===== config.mk =====
export PLATFORM = sky130hd
export DESIGN_NAME = alu_bitslice
export DESIGN_NICKNAME = d
export VERILOG_FILES = /design/src/rtl/alu_pkg.sv /design/src/rtl/alu_slice.sv /design/src/rtl/alu_chain.sv /design/src/rtl/alu_flags.sv /design/src/rtl/alu_bitslice.sv
export SDC_FILE = /design/constraint.sdc
export NUM_CORES = 1
export LEC_CHECK = 0
export CAP_MARGIN = 5
export CORE_AREA = 5 5 51 86
export CTS_CLUSTER_DIAMETER = 120
export DETAILED_ROUTE_END_ITERATION = 12
export DIE_AREA = 0 0 56 91
export PLACE_DENSITY_LB_ADDON = 0.05
export RECOVER_POWER = 50
export SYNTH_ARGS = -nofsm -noshare
export SYNTH_HDL_FRONTEND = slang
export SYNTH_SLANG_ARGS = --single-unit

===== constraint.sdc =====
create_clock -name clk -period 6.25 [get_ports clk]
set_clock_uncertainty 0.2 [all_clocks]
set_input_delay 0.625 -clock clk [delete_from_list [all_inputs] [get_ports clk]]
set_output_delay 0.625 -clock clk [all_outputs]
set_load 0.05 [all_outputs]

===== src/rtl/alu_pkg.sv =====
// Package: shared operation encoding and flag bit positions for the bit-slice ALU.
// Assumes: flag vector bit order is fixed and decoded by neighbouring logic.
package alu_pkg;

    typedef enum logic [1:0] {
        OP_AND = 2'b00,
        OP_OR  = 2'b01,
        OP_XOR = 2'b10,
        OP_ADD = 2'b11
    } alu_op_e;

    localparam int FLAG_W = 6;
    localparam int FLG_C  = 0;
    localparam int FLG_P  = 1;
    localparam int FLG_A  = 2;
    localparam int FLG_Z  = 3;
    localparam int FLG_N  = 4;
    localparam int FLG_O  = 5;

endpackage


===== src/rtl/alu_slice.sv =====
// Module: one bit of the ALU. Gates and optionally inverts each operand,
// computes the four candidate paths, selects one and optionally inverts it.
// Assumes: carry logic runs for every operation; only the ADD path uses the sum.
module alu_slice (
    input  logic             a_i,
    input  logic             b_i,
    input  logic             keep_a_i,
    input  logic             keep_b_i,
    input  logic             flip_a_i,
    input  logic             flip_b_i,
    input  logic             flip_res_i,
    input  alu_pkg::alu_op_e op_i,
    input  logic             ci_i,
    output logic             a_eff_o,
    output logic             b_eff_o,
    output logic             raw_o,
    output logic             s_o,
    output logic             co_o
);
    import alu_pkg::*;

    logic a_eff;
    logic b_eff;
    logic raw;

    // Operand conditioning: zero gate first, then inversion.
    always_comb begin
        a_eff = (a_i & keep_a_i) ^ flip_a_i;
        b_eff = (b_i & keep_b_i) ^ flip_b_i;
    end

    // Path selection among AND, OR, XOR and full-adder sum.
    always_comb begin
        unique case (op_i)
            OP_AND:  raw = a_eff & b_eff;
            OP_OR:   raw = a_eff | b_eff;
            OP_XOR:  raw = a_eff ^ b_eff;
            default: raw = a_eff ^ b_eff ^ ci_i;
        endcase
    end

    // Carry generation and result inversion.
    always_comb begin
        co_o    = (a_eff & b_eff) | (a_eff & ci_i) | (b_eff & ci_i);
        s_o     = raw ^ flip_res_i;
        raw_o   = raw;
        a_eff_o = a_eff;
        b_eff_o = b_eff;
    end

endmodule


===== src/rtl/alu_chain.sv =====
// Module: WIDTH identical slices joined by a ripple carry.
// Assumes: WIDTH >= 2; carry vector index k is the carry into slice k.
module alu_chain #(
    parameter int WIDTH = 8
) (
    input  logic [WIDTH-1:0] a_i,
    input  logic [WIDTH-1:0] b_i,
    input  logic             keep_a_i,
    input  logic             keep_b_i,
    input  logic             flip_a_i,
    input  logic             flip_b_i,
    input  logic             flip_res_i,
    input  alu_pkg::alu_op_e op_i,
    input  logic             ci_i,
    output logic [WIDTH-1:0] a_eff_o,
    output logic [WIDTH-1:0] b_eff_o,
    output logic [WIDTH-1:0] raw_o,
    output logic [WIDTH-1:0] s_o,
    output logic [WIDTH:0]   carry_o
);
    logic [WIDTH:0] carry;

    // Chain entry: external carry feeds slice 0.
    always_comb carry[0] = ci_i;

    for (genvar k = 0; k < WIDTH; k++) begin : g_slice
        alu_slice u_slice (
            .a_i        (a_i[k]),
            .b_i        (b_i[k]),
            .keep_a_i   (keep_a_i),
            .keep_b_i   (keep_b_i),
            .flip_a_i   (flip_a_i),
            .flip_b_i   (flip_b_i),
            .flip_res_i (flip_res_i),
            .op_i       (op_i),
            .ci_i       (carry[k]),
            .a_eff_o    (a_eff_o[k]),
            .b_eff_o    (b_eff_o[k]),
            .raw_o      (raw_o[k]),
            .s_o        (s_o[k]),
            .co_o       (carry[k+1])
        );
    end

    // Expose the whole carry vector for flag extraction.
    always_comb carry_o = carry;

endmodule


===== src/rtl/alu_flags.sv =====
// Module: derives six status flags from the chain outputs.
// Assumes: zero/negative/parity see the final (possibly inverted) result;
// carry/adjust/overflow see the uninverted ADD chain and are 0 for logic ops.
module alu_flags #(
    parameter int WIDTH   = 8,
    parameter int ADJ_POS = 4
) (
    input  alu_pkg::alu_op_e           op_i,
    input  logic [WIDTH-1:0]           res_i,
    input  logic [WIDTH-1:0]           raw_i,
    input  logic [WIDTH-1:0]           a_eff_i,
    input  logic [WIDTH-1:0]           b_eff_i,
    input  logic [WIDTH:0]             carry_i,
    output logic [alu_pkg::FLAG_W-1:0] flags_o
);
    import alu_pkg::*;

    localparam int MSB = WIDTH - 1;

    logic is_add;
    logic same_sign;

    // Arithmetic qualifier and operand sign agreement.
    always_comb begin
        is_add    = (op_i == OP_ADD);
        same_sign = ~(a_eff_i[MSB] ^ b_eff_i[MSB]);
    end

    // Flag assembly in the fixed bit order of the package.
    always_comb begin
        flags_o        = '0;
        flags_o[FLG_C] = is_add & carry_i[WIDTH];
        flags_o[FLG_P] = ~(^res_i);
        flags_o[FLG_A] = is_add & carry_i[ADJ_POS];
        flags_o[FLG_Z] = (res_i == '0);
        flags_o[FLG_N] = res_i[MSB];
        flags_o[FLG_O] = is_add & same_sign & (raw_i[MSB] ^ a_eff_i[MSB]);
    end

endmodule


===== src/rtl/alu_bitslice.sv =====
// Module: top of the bit-slice ALU. Combinational result, carry and flags,
// plus a registered copy of the flags.
// Assumes: synchronous active-low reset acts only on the flag register.
module alu_bitslice #(
    parameter int WIDTH = 8
) (
    input  logic             clk,
    input  logic             rst_n,
    input  logic [WIDTH-1:0] opa,
    input  logic [WIDTH-1:0] opb,
    input  logic             keep_a,
    input  logic             keep_b,
    input  logic             flip_a,
    input  logic             flip_b,
    input  logic [1:0]       op_sel,
    input  logic             flip_res,
    input  logic             carry_in,
    output logic [WIDTH-1:0] result,
    output logic             carry_out,
    output logic [5:0]       flags,
    output logic [5:0]       flags_q
);
    import alu_pkg::*;

    localparam int ADJ_POS = WIDTH / 2;

    alu_op_e          op;
    logic [WIDTH-1:0] a_eff;
    logic [WIDTH-1:0] b_eff;
    logic [WIDTH-1:0] raw;
    logic [WIDTH-1:0] res;
    logic [WIDTH:0]   carry;
    logic [FLAG_W-1:0] flg;

    // Select decode from the plain port into the enum type.
    always_comb op = alu_op_e'(op_sel);

    alu_chain #(.WIDTH(WIDTH)) u_chain (
        .a_i        (opa),
        .b_i        (opb),
        .keep_a_i   (keep_a),
        .keep_b_i   (keep_b),
        .flip_a_i   (flip_a),
        .flip_b_i   (flip_b),
        .flip_res_i (flip_res),
        .op_i       (op),
        .ci_i       (carry_in),
        .a_eff_o    (a_eff),
        .b_eff_o    (b_eff),
        .raw_o      (raw),
        .s_o        (res),
        .carry_o    (carry)
    );

    alu_flags #(.WIDTH(WIDTH), .ADJ_POS(ADJ_POS)) u_flags (
        .op_i    (op),
        .res_i   (res),
        .raw_i   (raw),
        .a_eff_i (a_eff),
        .b_eff_i (b_eff),
        .carry_i (carry),
        .flags_o (flg)
    );

    // Output drive of the combinational results.
    always_comb begin
        result    = res;
        carry_out = carry[WIDTH];
        flags     = flg;
    end

    // Flag register with synchronous active-low clear.
    always_ff @(posedge clk) begin
        if (!rst_n) flags_q <= '0;
        else        flags_q <= flg;
    end

endmodule


==> qor.csv, run 1 <==
stage,metric,value,unit
sta,hold_viol,0,
routing,antenna_left,0,
critical_path,crit_family,adder cells,
finish,reg.largest.list,flags_q (6),
floorplanning,die_h,91,um
finish,largest_reg_flops,6,
synth,ys_types,27,
pwr,leakage,1.09,nW
sta,rsz0062_at_grt,yes,
floorplanning,core_area,3590,um2
run_status,status,"finished, final reports clean",
global_route,grt_max_degree,19,
global_route,grt_antenna_before_repair,0,
routing,via_per_inst,4.67,
finish,layout_common_cells,"24 x inv_1, 22 x buf_4, 20 x ha_1",
sta,period_share,99.8,%
floorplanning,row_count,29,
clock_tree,numCtsBuffers,3,
clock_tree,cts.sinks,6,
critical_path,critPathKind,input pin to output port,
synth,syn_nets,221,
critical_path,cp_max_fo,2,
critical_path,arrival,5410,ps
finish,largest_register,flags_q,
clock_tree,cts_hold_buf,0,
routing,top_layer,met4,
place,portBuffers,46,
clock_tree,cts_max_level,1,
critical_path,crit_slowest_cell,mux4_2,
critical_path,slowest_delay,520,ps
clock_tree,worst_setup_hold_path_clk_slew,30,ps
finish,num_antenna_cells,0,
routing,wirelength,3360,um
synth,ys.flop_type,dfxtp_1,
global_route,grt-ovfl-total,0,
routing,wl_met1,1070,um
finish,postLayoutCellArea,2230,um2
sta,max_freq,160,MHz
hold_path,whs_path_depth,5,
sta,period_minus_slack,6240,ps
critical_path,crit_chain,"buf_2, xor2_4, fa_2, inv_2, fa_2, inv_2, fa_2, fa_2, fa_2, fa_2, fa_2, inv_2, fa_1, mux4_2, xnor2_2, ha_1, xnor2_2, xnor2_4, buf_12",
pwr,ir_drop,414,uV
floorplanning,die-width,56,um
hold_path,holdPathEnd,flags_q[5],
synth,synth_edf_count,0,
sta,worstMarginPinSlew,930,ps
clock_tree,cts_buffer_depth,2,
run,drv_cap,0,
routing,drtIter0Drc,15,
routing,wire_per_inst,12.7,um
place,gp_congestion,0.767,
sta,relSlewSlack,37.8,%
place,dp_cells,259,
clock_tree,cts_tree,built,
routing,dr.pass1.iters,4,
global_route,grt_usage,14.0,%
synth,ys_seq_area_share,8.19,%
critical_path,crit_buf_inv,5,
finish,final_common_cell,inv_1,
global_route,grt_pass1_vias,1334,
sta,finalSetupViolCount,0,
hold_path,hold_class,input pin to register,
sta,drv_slew,0,
synth,ys_ff_latch,6,
pwr,power_density,308,nW/um2
place,dpl_cell_area,2100,um2
routing,wl_met3,127,um
critical_path,endpoint_kind,output port,
floorplanning,ios,47,
routing,vias,1233,
floorplanning,start_util,40.8,%
place,hpwl,3040,um
finish,stdcell_count,264,
routing,remaining_drc_errors,0,
finish,final_layout_size_suffix_gt1_share,33.5,%
synth,synth-async-reset-ratio,0,%
routing,wl_met2,2070,um
global_route,grt_first_pass_wirelength,5740,um
critical_path,cp_common_cell,fa_2,
synth,synth_area_per_cell,8.78,um2
critical_path,crit_path_start_kind,input pin,
finish,final_nets,274,
synth,syn_area,1470,um2
critical_path,crit_required,5420,ps
clock_tree,cts-root-buf,clkbuf_8,
hold_path,holdCritStartpoint,keep_a,
synth,yosys_warnings,0,
finish,area_growth,52.1,%
synth,syn_inst,167,
floorplanning,dieArea,5100,um2
==> cells by family (layout without fill, tap and decap cells) <==
kind of cell	count (synthesis)	count (layout)	synth area share (%)
AOI/OAI and AO/OA	4	4	2.05
muxes	11	11	14.7
buffers and inverters	52	103	16.4
adders and majority gates	28	28	28.0
DFF	6	6	8.19
xor gates and xnor gates	34	34	20.3
and+or+nand+nor	32	32	10.4
==> power breakdown <==
group	total [mW]	switching, mW	internal (mW)
clock	0.0593	0.0178	0.0415
combinational	0.583	0.309	0.274
sequential	0.0443	0.000725	0.0435
total	0.686	0.327	0.359
==> cell usage after synthesis, drive strengths merged, types with 4 or more instances <==
cell type  instances  area share (%)
inv               35             9.0
xnor2             24              14
ha                20              17
nand2             18             4.6
buf               16             7.2
xor2              10             6.0
fa                 8              11
mux4               8              12
dfxtp              6             8.2
nor2               4             1.0
==> final cells by class <==
type,instances,area [um2]
sequential,6,120
tap,46,57.6
timing repair buffer,65,661
inverter,35,131
clock buffer,3,41.3
fill,319,1360
multi-input combinational,109,1220
==> worst max path at each step <==
| stage | start | end | cells after the start |
|---|---|---|---|
| 3_5_place_dp | keep_b | flags[1] | 21 |
| 2_1_floorplan | keep_b | flags[1] | 20 |
| 3_3_place_gp | keep_b | flags[1] | 21 |
| 6_report | flip_a | flags[1] | 19 |
| 5_1_grt | opb[0] | flags[1] | 21 |
| 4_1_cts | keep_b | flags[1] | 21 |
==> metrics by stage <==
step / util (%) / power [mW] / hold WS [ps] / setup slack, ps / setup TNS, ps
2_1_floorplan: - / 0.444 / 547 / -15.8 / -15.8
3_3_place_gp: 58.5 / 0.616 / 1140 / -499 / -1240
3_5_place_dp: 58.5 / 0.631 / 1140 / -602 / -1630
4_1_cts: 61.6 / 0.703 / 825 / -204 / -204
5_1_grt: 62.1 / 0.729 / 847 / -110 / -110
6_report: 62.1 / 0.686 / 812 / 14.0 / 0
==> repair_timing <==
action / in CTS / in global routing
gates cloned: 0 / 0
pin swaps: 16 / 17
setup endpoints to repair: 5 / 1
buffers inserted: 2 / 0
resized for setup: 47 / 5
==> metal layers <==
metal	vias to the layer above	track usage, %
met1	578	12.6
li1	606	-
met2	38	28.6
met5	-	0
met4	0	6.93
met3	11	1.99
Power figures use the tool's default switching activity.
==> run 2, diff against run 1 <==
--- a/config.mk
+++ b/config.mk
@@ -5,13 +5,15 @@
 export SDC_FILE = /design/constraint.sdc
 export NUM_CORES = 1
 export LEC_CHECK = 0
+export ABC_AREA = 1
 export CAP_MARGIN = 5
-export CORE_AREA = 5 5 51 86
+export CORE_AREA = 5 5 50 84
 export CTS_CLUSTER_DIAMETER = 120
 export DETAILED_ROUTE_END_ITERATION = 12
-export DIE_AREA = 0 0 56 91
+export DIE_AREA = 0 0 55 89
 export PLACE_DENSITY_LB_ADDON = 0.05
 export RECOVER_POWER = 50
+export SKIP_LAST_GASP = 1
 export SYNTH_ARGS = -nofsm -noshare
 export SYNTH_HDL_FRONTEND = slang
 export SYNTH_SLANG_ARGS = --single-unit
==> run 2 against run 1 <==
  * Synthesized cell count grew 25%
  * Utilization grew 0.86 points
  * First-iteration DRC count down 33%
  * Clock power decreased by 3%
  * Worst hold slack better by 61 ps
  * Highest routed layer unchanged
  * Setup slack gained 130 ps
  * Sequential power down 1%
  * Combinational power shrank 33%
  * Critical path type unchanged
==> qor.csv, run 2 <==
stage,metric,value,unit,change
synth,ys_top_cells_by_count,"58 x nand2_1, 32 x inv_1, 20 x ha_1, 16 x xor2_1, 13 x nand3_1",,
synth,synthAdderAreaFrac,29.7,%,+1.7 points
critical_path,arrival,5280,ps,-130 ps
critical_path,cp_common_cell,fa_2,,
routing,dr.pass1.iters,4,,unchanged
global_route,grt_usage,15.2,%,+1.3 points
synth,synth_most_common_cell,nand2_1,,
clock_tree,cts_max_level,1,,unchanged
critical_path,crit_chain,"clkdlybuf4s50_1, inv_2, fa_2, inv_2, fa_2, inv_2, fa_2, fa_2, fa_2, fa_2, fa_2, inv_2, fa_1, or2_1, nand2_1, nand2_1, nand2_2, ha_4, xnor2_2, xnor2_2, inv_2, buf_12",,
critical_path,critPathKind,input pin to output port,,
place,hpwl,3130,um,+3.0%
routing,antenna_left,0,,unchanged
finish,reg.largest.list,flags_q (6),,
routing,remaining_drc_errors,0,,unchanged
finish,layout_common_cells,"57 x nand2_1, 26 x inv_1, 25 x clkdlybuf4s50_1",,
place,preCtsSetupSlack,-519,ps,+83.7 ps
critical_path,slowest_delay,470,ps,-50 ps
synth,synthMuxAreaShare,0,%,-15 points
global_route,grt-ovfl-total,0,,unchanged
sta,drv_slew,0,,unchanged
finish,final_layout_size_suffix_gt1_share,25.0,%,-8.5 points
sta,finalSetupViolCount,0,,unchanged
sta,setup_tns,0,ps,unchanged
critical_path,crit_slowest_cell,clkdlybuf4s50_1,,
sta,setup_ws,145,ps,+131 ps
floorplanning,start_util,40.7,%,-0.10 points
routing,wire_per_inst,11.2,um,-12%
pwr,leakage,1.10,nW,+1.3%
synth,synthTopCellsByArea,"ha_1 18%, nand2_1 16%, fa_1 12%",,
sta,rsz0062_at_grt,no,,
synth,ys_ff_latch,6,,unchanged
clock_tree,cts.sinks,6,,unchanged
run,drv_cap,0,,unchanged
place,portBuffers,46,,unchanged
clock_tree,cts_tree,built,,
routing,vias,1407,,+14%
floorplanning,core_area,3400,um2,-5.4%
synth,synth_edf_count,0,,unchanged
synth,ys_seq_area_share,8.68,%,+0.49 points
clock_tree,numCtsBuffers,3,,unchanged
pwr,power_density,231,nW/um2,-25%
finish,fillers,326,,+2.2%
sta,period_share,97.7,%,-2.1 points
finish,final_common_cell,nand2_1,,
sta,worstMarginPinSlew,512,ps,-418 ps
finish,area_growth,54.6,%,
routing,drtIter0Drc,10,,-5
floorplanning,die-width,55,um,-1.8%
floorplanning,row_count,28,,-3.4%
critical_path,crit_path_start_kind,input pin,,
synth,synth_top_family_by_area,adder cells,,
critical_path,critPathLaunch,carry_in,,
sta,max_freq,164,MHz,+2.2%
run_status,status,"finished, final reports clean",,
synth,yosysTopAreaCell,ha_1,,
synth,synth_top_area_share,18.1,%,+1.0 points
synth,synthSimpleGateAreaFrac,25.9,%,+15 points
pwr,ir_drop,270,uV,-35%
synth,synth-async-reset-ratio,0,%,unchanged
synth,syn_nets,262,,+19%
sta,relSlewSlack,65.8,%,+28 points
global_route,grt_antenna_before_repair,0,,unchanged
routing,via_per_inst,4.55,,-2.5%
critical_path,endpoint_kind,output port,,
synth,syn_area,1380,um2,-5.6%
synth,ys.flop_type,dfxtp_1,,
clock_tree,worst_setup_hold_path_clk_slew,30,ps,about the same
global_route,grt_pass1_vias,1382,,+3.6%
floorplanning,dieArea,4900,um2,-3.9%
finish,largest_reg_flops,6,,unchanged
global_route,grt_first_pass_wirelength,5570,um,-3.0%
synth,synth_area_per_cell,6.65,um2,-24%
floorplanning,die_h,89,um,-2.2%
synth,yosys_warnings,0,,unchanged
routing,wirelength,3470,um,+3.3%
place,gp_congestion,0.867,,+13%
floorplanning,ios,47,,unchanged
synth,syn_inst,208,,+25%
hold_path,hold_class,input pin to register,,
critical_path,crit_required,5420,ps,about the same
clock_tree,cts_buffer_depth,2,,unchanged
sta,period_minus_slack,6100,ps,-131 ps
clock_tree,cts-root-buf,clkbuf_8,,
finish,largest_register,flags_q,,
global_route,grt_max_degree,13,,-6
sta,hold_viol,0,,unchanged
synth,synth_compound_area_share,6.69,%,+4.6 points
finish,final_nets,320,,+17%
synth,ys_types,21,,-22%
synth,synth-xor-area-share,11.4,%,-8.9 points
critical_path,cp_max_fo,3,,+1
finish,num_antenna_cells,0,,unchanged
critical_path,crit_end,flags[1],,
==> run 2: worst max-delay path, delay by kind of cell <==
family / cells / cell delay [ps]
fa+ha+maj: 9 / 2910
buf+inv: 7 / 890
simple gates: 4 / 490
xor+xnor: 2 / 330
==> run 2: worst min-delay path by stage <==
stage | slack [ps] | depth (start not counted) | startpoint | end
CTS | 890 | 3 | rst_n | flags_q[4]
finish | 870 | 3 | rst_n | flags_q[4]
floorplan | 610 | 2 | rst_n | flags_q[4]
global placement | 1120 | 3 | rst_n | flags_q[4]
global route | 900 | 3 | rst_n | flags_q[4]
detailed placement | 1120 | 3 | rst_n | flags_q[4]
==> run 2: metal layers <==
| metal | up-vias | part of all wire (%) | wire, um | global-route usage [%] |
|---|---|---|---|---|
| met5 | - | 0 | 0 | 0 |
| met4 | 0 | 1.6 | 57 | 6.19 |
| met3 | 7 | 5.7 | 199 | 1.17 |
| met2 | 41 | 63 | 2180 | 33.3 |
| met1 | 626 | 30 | 1030 | 12.2 |
| li1 | 733 | - | - | - |
==> run 2: cell families after synthesis <==
| group | Yosys count |
|---|---|
| AOI/OAI and AO/OA | 15 |
| xor gates and xnor gates | 18 |
| adders and majority gates | 28 |
| buffers and inverters | 55 |
| DFF | 6 |
| and+or+nand+nor | 86 |
==> run 2: area by class of cell <==
cell class / count / area (um2) / share of cell area, %
Inverter: 39 / 146 / 6.84
Sequential cell: 6 / 120 / 5.61
Tap cell: 45 / 56.3 / 2.63
Multi-Input combinational cell: 147 / 1080 / 50.4
Clock buffer: 3 / 41.3 / 1.93
Timing Repair Buffer: 69 / 697 / 32.6
==> run 2: metrics by stage <==
step | cell area (um2) | utilization [%] | total power [mW] | hold WS, ps | cells
2_1_floorplan | 1390 | - | 0.279 | 610 | 208
3_3_place_gp | 1990 | 58.5 | 0.403 | 1120 | 297
3_5_place_dp | 1990 | 58.5 | 0.411 | 1120 | 297
4_1_cts | 2110 | 62.1 | 0.487 | 887 | 306
5_1_grt | 2140 | 63.0 | 0.530 | 896 | 309
6_report | 2140 | 63.0 | 0.493 | 873 | 309
==> run 2: what timing repair did <==
action,in CTS,in global routing
buffers inserted,6,3
gates resized for setup,28,2
pin swaps,18,10
hold buffers,0,0
endpoints found under the setup margin,4,2
==> run 2: where the power goes <==
| group | switching [mW] | internal, mW |
|---|---|---|
| Sequential | 0.000858 | 0.0430 |
| Combinational | 0.219 | 0.172 |
| Clock | 0.0165 | 0.0413 |
| Total | 0.237 | 0.257 |
==> run 3, diff against run 2 <==
--- a/config.mk
+++ b/config.mk
@@ -7,10 +7,10 @@
 export LEC_CHECK = 0
 export ABC_AREA = 1
 export CAP_MARGIN = 5
-export CORE_AREA = 5 5 50 84
+export CORE_AREA = 5 5 88 49
 export CTS_CLUSTER_DIAMETER = 120
 export DETAILED_ROUTE_END_ITERATION = 12
-export DIE_AREA = 0 0 55 89
+export DIE_AREA = 0 0 93 54
 export PLACE_DENSITY_LB_ADDON = 0.05
 export RECOVER_POWER = 50
 export SKIP_LAST_GASP = 1
==> run 3 against run 2 <==
  * Clock power fell by 1%
  * Flip-flop and latch count unchanged
  * Sequential share of layout area decreased by 0.53 points
==> qor.csv, run 3 (synthesis results as in run 2) <==
stage,metric,value,unit,change
critical_path,crit_required,5420,ps,about the same
sta,period_minus_slack,6100,ps,-7.75 ps
sta,period_share,97.5,%,-0.12 points
clock_tree,cts-root-buf,clkbuf_8,,
pwr,power_frac_seq,8.0,%,-0.9 points
routing,antenna_left,0,,unchanged
sta,worstMarginPinSlew,519,ps,+7.20 ps
clock_tree,cts_tree,built,,
floorplanning,start_util,38.4,%,-2.3 points
critical_path,arrival,5270,ps,about the same
finish,num_antenna_cells,0,,unchanged
global_route,grt_pass1_vias,1397,,+1.1%
floorplanning,die-width,93,um,+69%
routing,drtIter0Drc,63,,+53
place,gp_congestion,0.758,,-13%
finish,final_layout_size_suffix_gt1_share,33.9,%,+8.9 points
pwr,switching_share,46.2,%,-1.8 points
sta,max_freq,164,MHz,+0.13%
place,hpwl,3020,um,-3.5%
global_route,grt-ovfl-total,0,,unchanged
global_route,grt_antenna_before_repair,0,,unchanged
global_route,grtUsageMet2,27.4,%,-5.9 points
finish,reg.largest.list,flags_q (6),,
critical_path,cp_common_cell,buf_4,,
pwr,p_int,0.294,mW,+15%
floorplanning,row_count,16,,-43%
sta,finalSetupViolCount,0,,unchanged
hold_path,hold_class,input pin to register,,
global_route,grt_most_used_layer,met2,,
routing,remaining_drc_errors,0,,unchanged
critical_path,crit_path_start_kind,input pin,,
place,preCtsSetupSlack,-515,ps,+3.43 ps
pwr,leakage,1.21,nW,+10%
run,drv_cap,0,,unchanged
finish,final_util,65.5,%,+2.6 points
pwr,p_clk_share,10.5,%,-1.2 points
sta,setup_ws,153,ps,+7.75 ps
finish,final_nets,342,,+6.9%
finish,largest_register,flags_q,,
pwr,ir_drop,198,uV,-27%
pwr,p_switching,0.252,mW,+6.5%
floorplanning,dieArea,5020,um2,+2.6%
floorplanning,ios,47,,unchanged
sta,relSlewSlack,65.3,%,-0.48 points
clock_tree,cts_buffer_depth,2,,unchanged
routing,dr.pass1.iters,4,,unchanged
routing,vias,1495,,+6.3%
finish,fillers,333,,+2.1%
routing,wire_per_inst,12.1,um,+7.8%
critical_path,cp_max_fo,2,,-1
global_route,grt_max_degree,13,,unchanged
global_route,grt_usage,17.2,%,+2.0 points
clock_tree,numCtsBuffers,3,,unchanged
place,portBuffers,46,,unchanged
sta,hold_viol,0,,unchanged
global_route,grtUsageMet1,24.4,%,+12 points
floorplanning,core_area,3600,um2,+6.0%
sta,holdWs,882,ps,+8.69 ps
routing,wirelength,4000,um,+15%
sta,drv_slew,0,,unchanged
finish,final_common_cell,nand2_1,,
routing,via_per_inst,4.52,,-0.81%
critical_path,slowest_delay,790,ps,+320 ps
finish,area_growth,70.6,%,
clock_tree,cts.sinks,6,,unchanged
pwr,power_density,231,nW/um2,+0.29%
critical_path,critPathKind,input pin to output port,,
critical_path,endpoint_kind,output port,,
clock_tree,worst_setup_hold_path_clk_slew,40,ps,about the same
clock_tree,cts_max_level,1,,unchanged
floorplanning,die_h,54,um,-39%
global_route,grt_use_met3,3.91,%,+2.7 points
finish,largest_reg_flops,6,,unchanged
pwr,pwr-share-comb,81.5,%,+2.1 points
finish,layout_common_cells,"56 x nand2_1, 46 x buf_4, 26 x inv_1",,
global_route,grt_first_pass_wirelength,6630,um,+19%
run_status,status,"finished, final reports clean",,
critical_path,crit_slowest_cell,clkdlybuf4s50_1,,
clock_tree,cts_hold_buf,0,,unchanged
run 3: stage by stage:
stage | setup TNS (ps) | power [mW] | instance area, um2 | instances
floorplan | -53.6 | 0.279 | 1390 | 208
global placement | -738 | 0.420 | 2010 | 300
detailed placement | -940 | 0.421 | 2010 | 300
CTS | 0 | 0.519 | 2290 | 328
global route | -43.4 | 0.587 | 2360 | 331
finish | 0 | 0.546 | 2360 | 331
run 3: power groups by stage:
| stage | clock network [mW] | logic, mW | registers [mW] |
|---|---|---|---|
| detailed placement | 0 | 0.376 | 0.0446 |
| global route | 0.0614 | 0.482 | 0.0440 |
| CTS | 0.0598 | 0.415 | 0.0440 |
| global placement | 0 | 0.375 | 0.0445 |
| finish | 0.0572 | 0.445 | 0.0437 |
| floorplan | 0 | 0.219 | 0.0595 |
run 3: critical path: cells and delay by family:
family	cells	cell delay, ps
buf+inv	26	3700
simple gates	4	350
fa+ha+maj	1	250
compound gates	2	180
xor+xnor	1	180
run 3: per-layer routing:
| metal | part of all wire [%] | routed length [um] |
|---|---|---|
| met5 | 0 | 0 |
| met3 | 5.9 | 237 |
| met2 | 42 | 1680 |
| met1 | 51 | 2030 |
| met4 | 1.4 | 57 |
run 3: layout make-up:
| cell class | count | area (um2) | share of cell area, % |
|---|---|---|---|
| clock buffer | 3 | 41.3 | 1.75 |
| inverter | 39 | 146 | 6.20 |
| multi-input combinational | 147 | 1150 | 48.6 |
| sequential | 6 | 120 | 5.09 |
| tap | 45 | 56.3 | 2.38 |
| timing repair buffer | 91 | 850 | 36.0 |
run 3: path summary, 6_finish.rpt:
check,cells after the start,startpoint,to
setup / recovery,34,keep_a,result[0]
hold / removal,3,rst_n,flags_q[1]
run 3: repair_timing:
| item | 4_1_cts | 5_1_grt |
|---|---|---|
| gates resized for setup | 25 | 17 |
| pin swaps | 17 | 18 |
| setup endpoints to repair | 4 | 3 |
| buffers inserted | 25 | 3 |
| hold endpoints to repair | 0 | 0 |
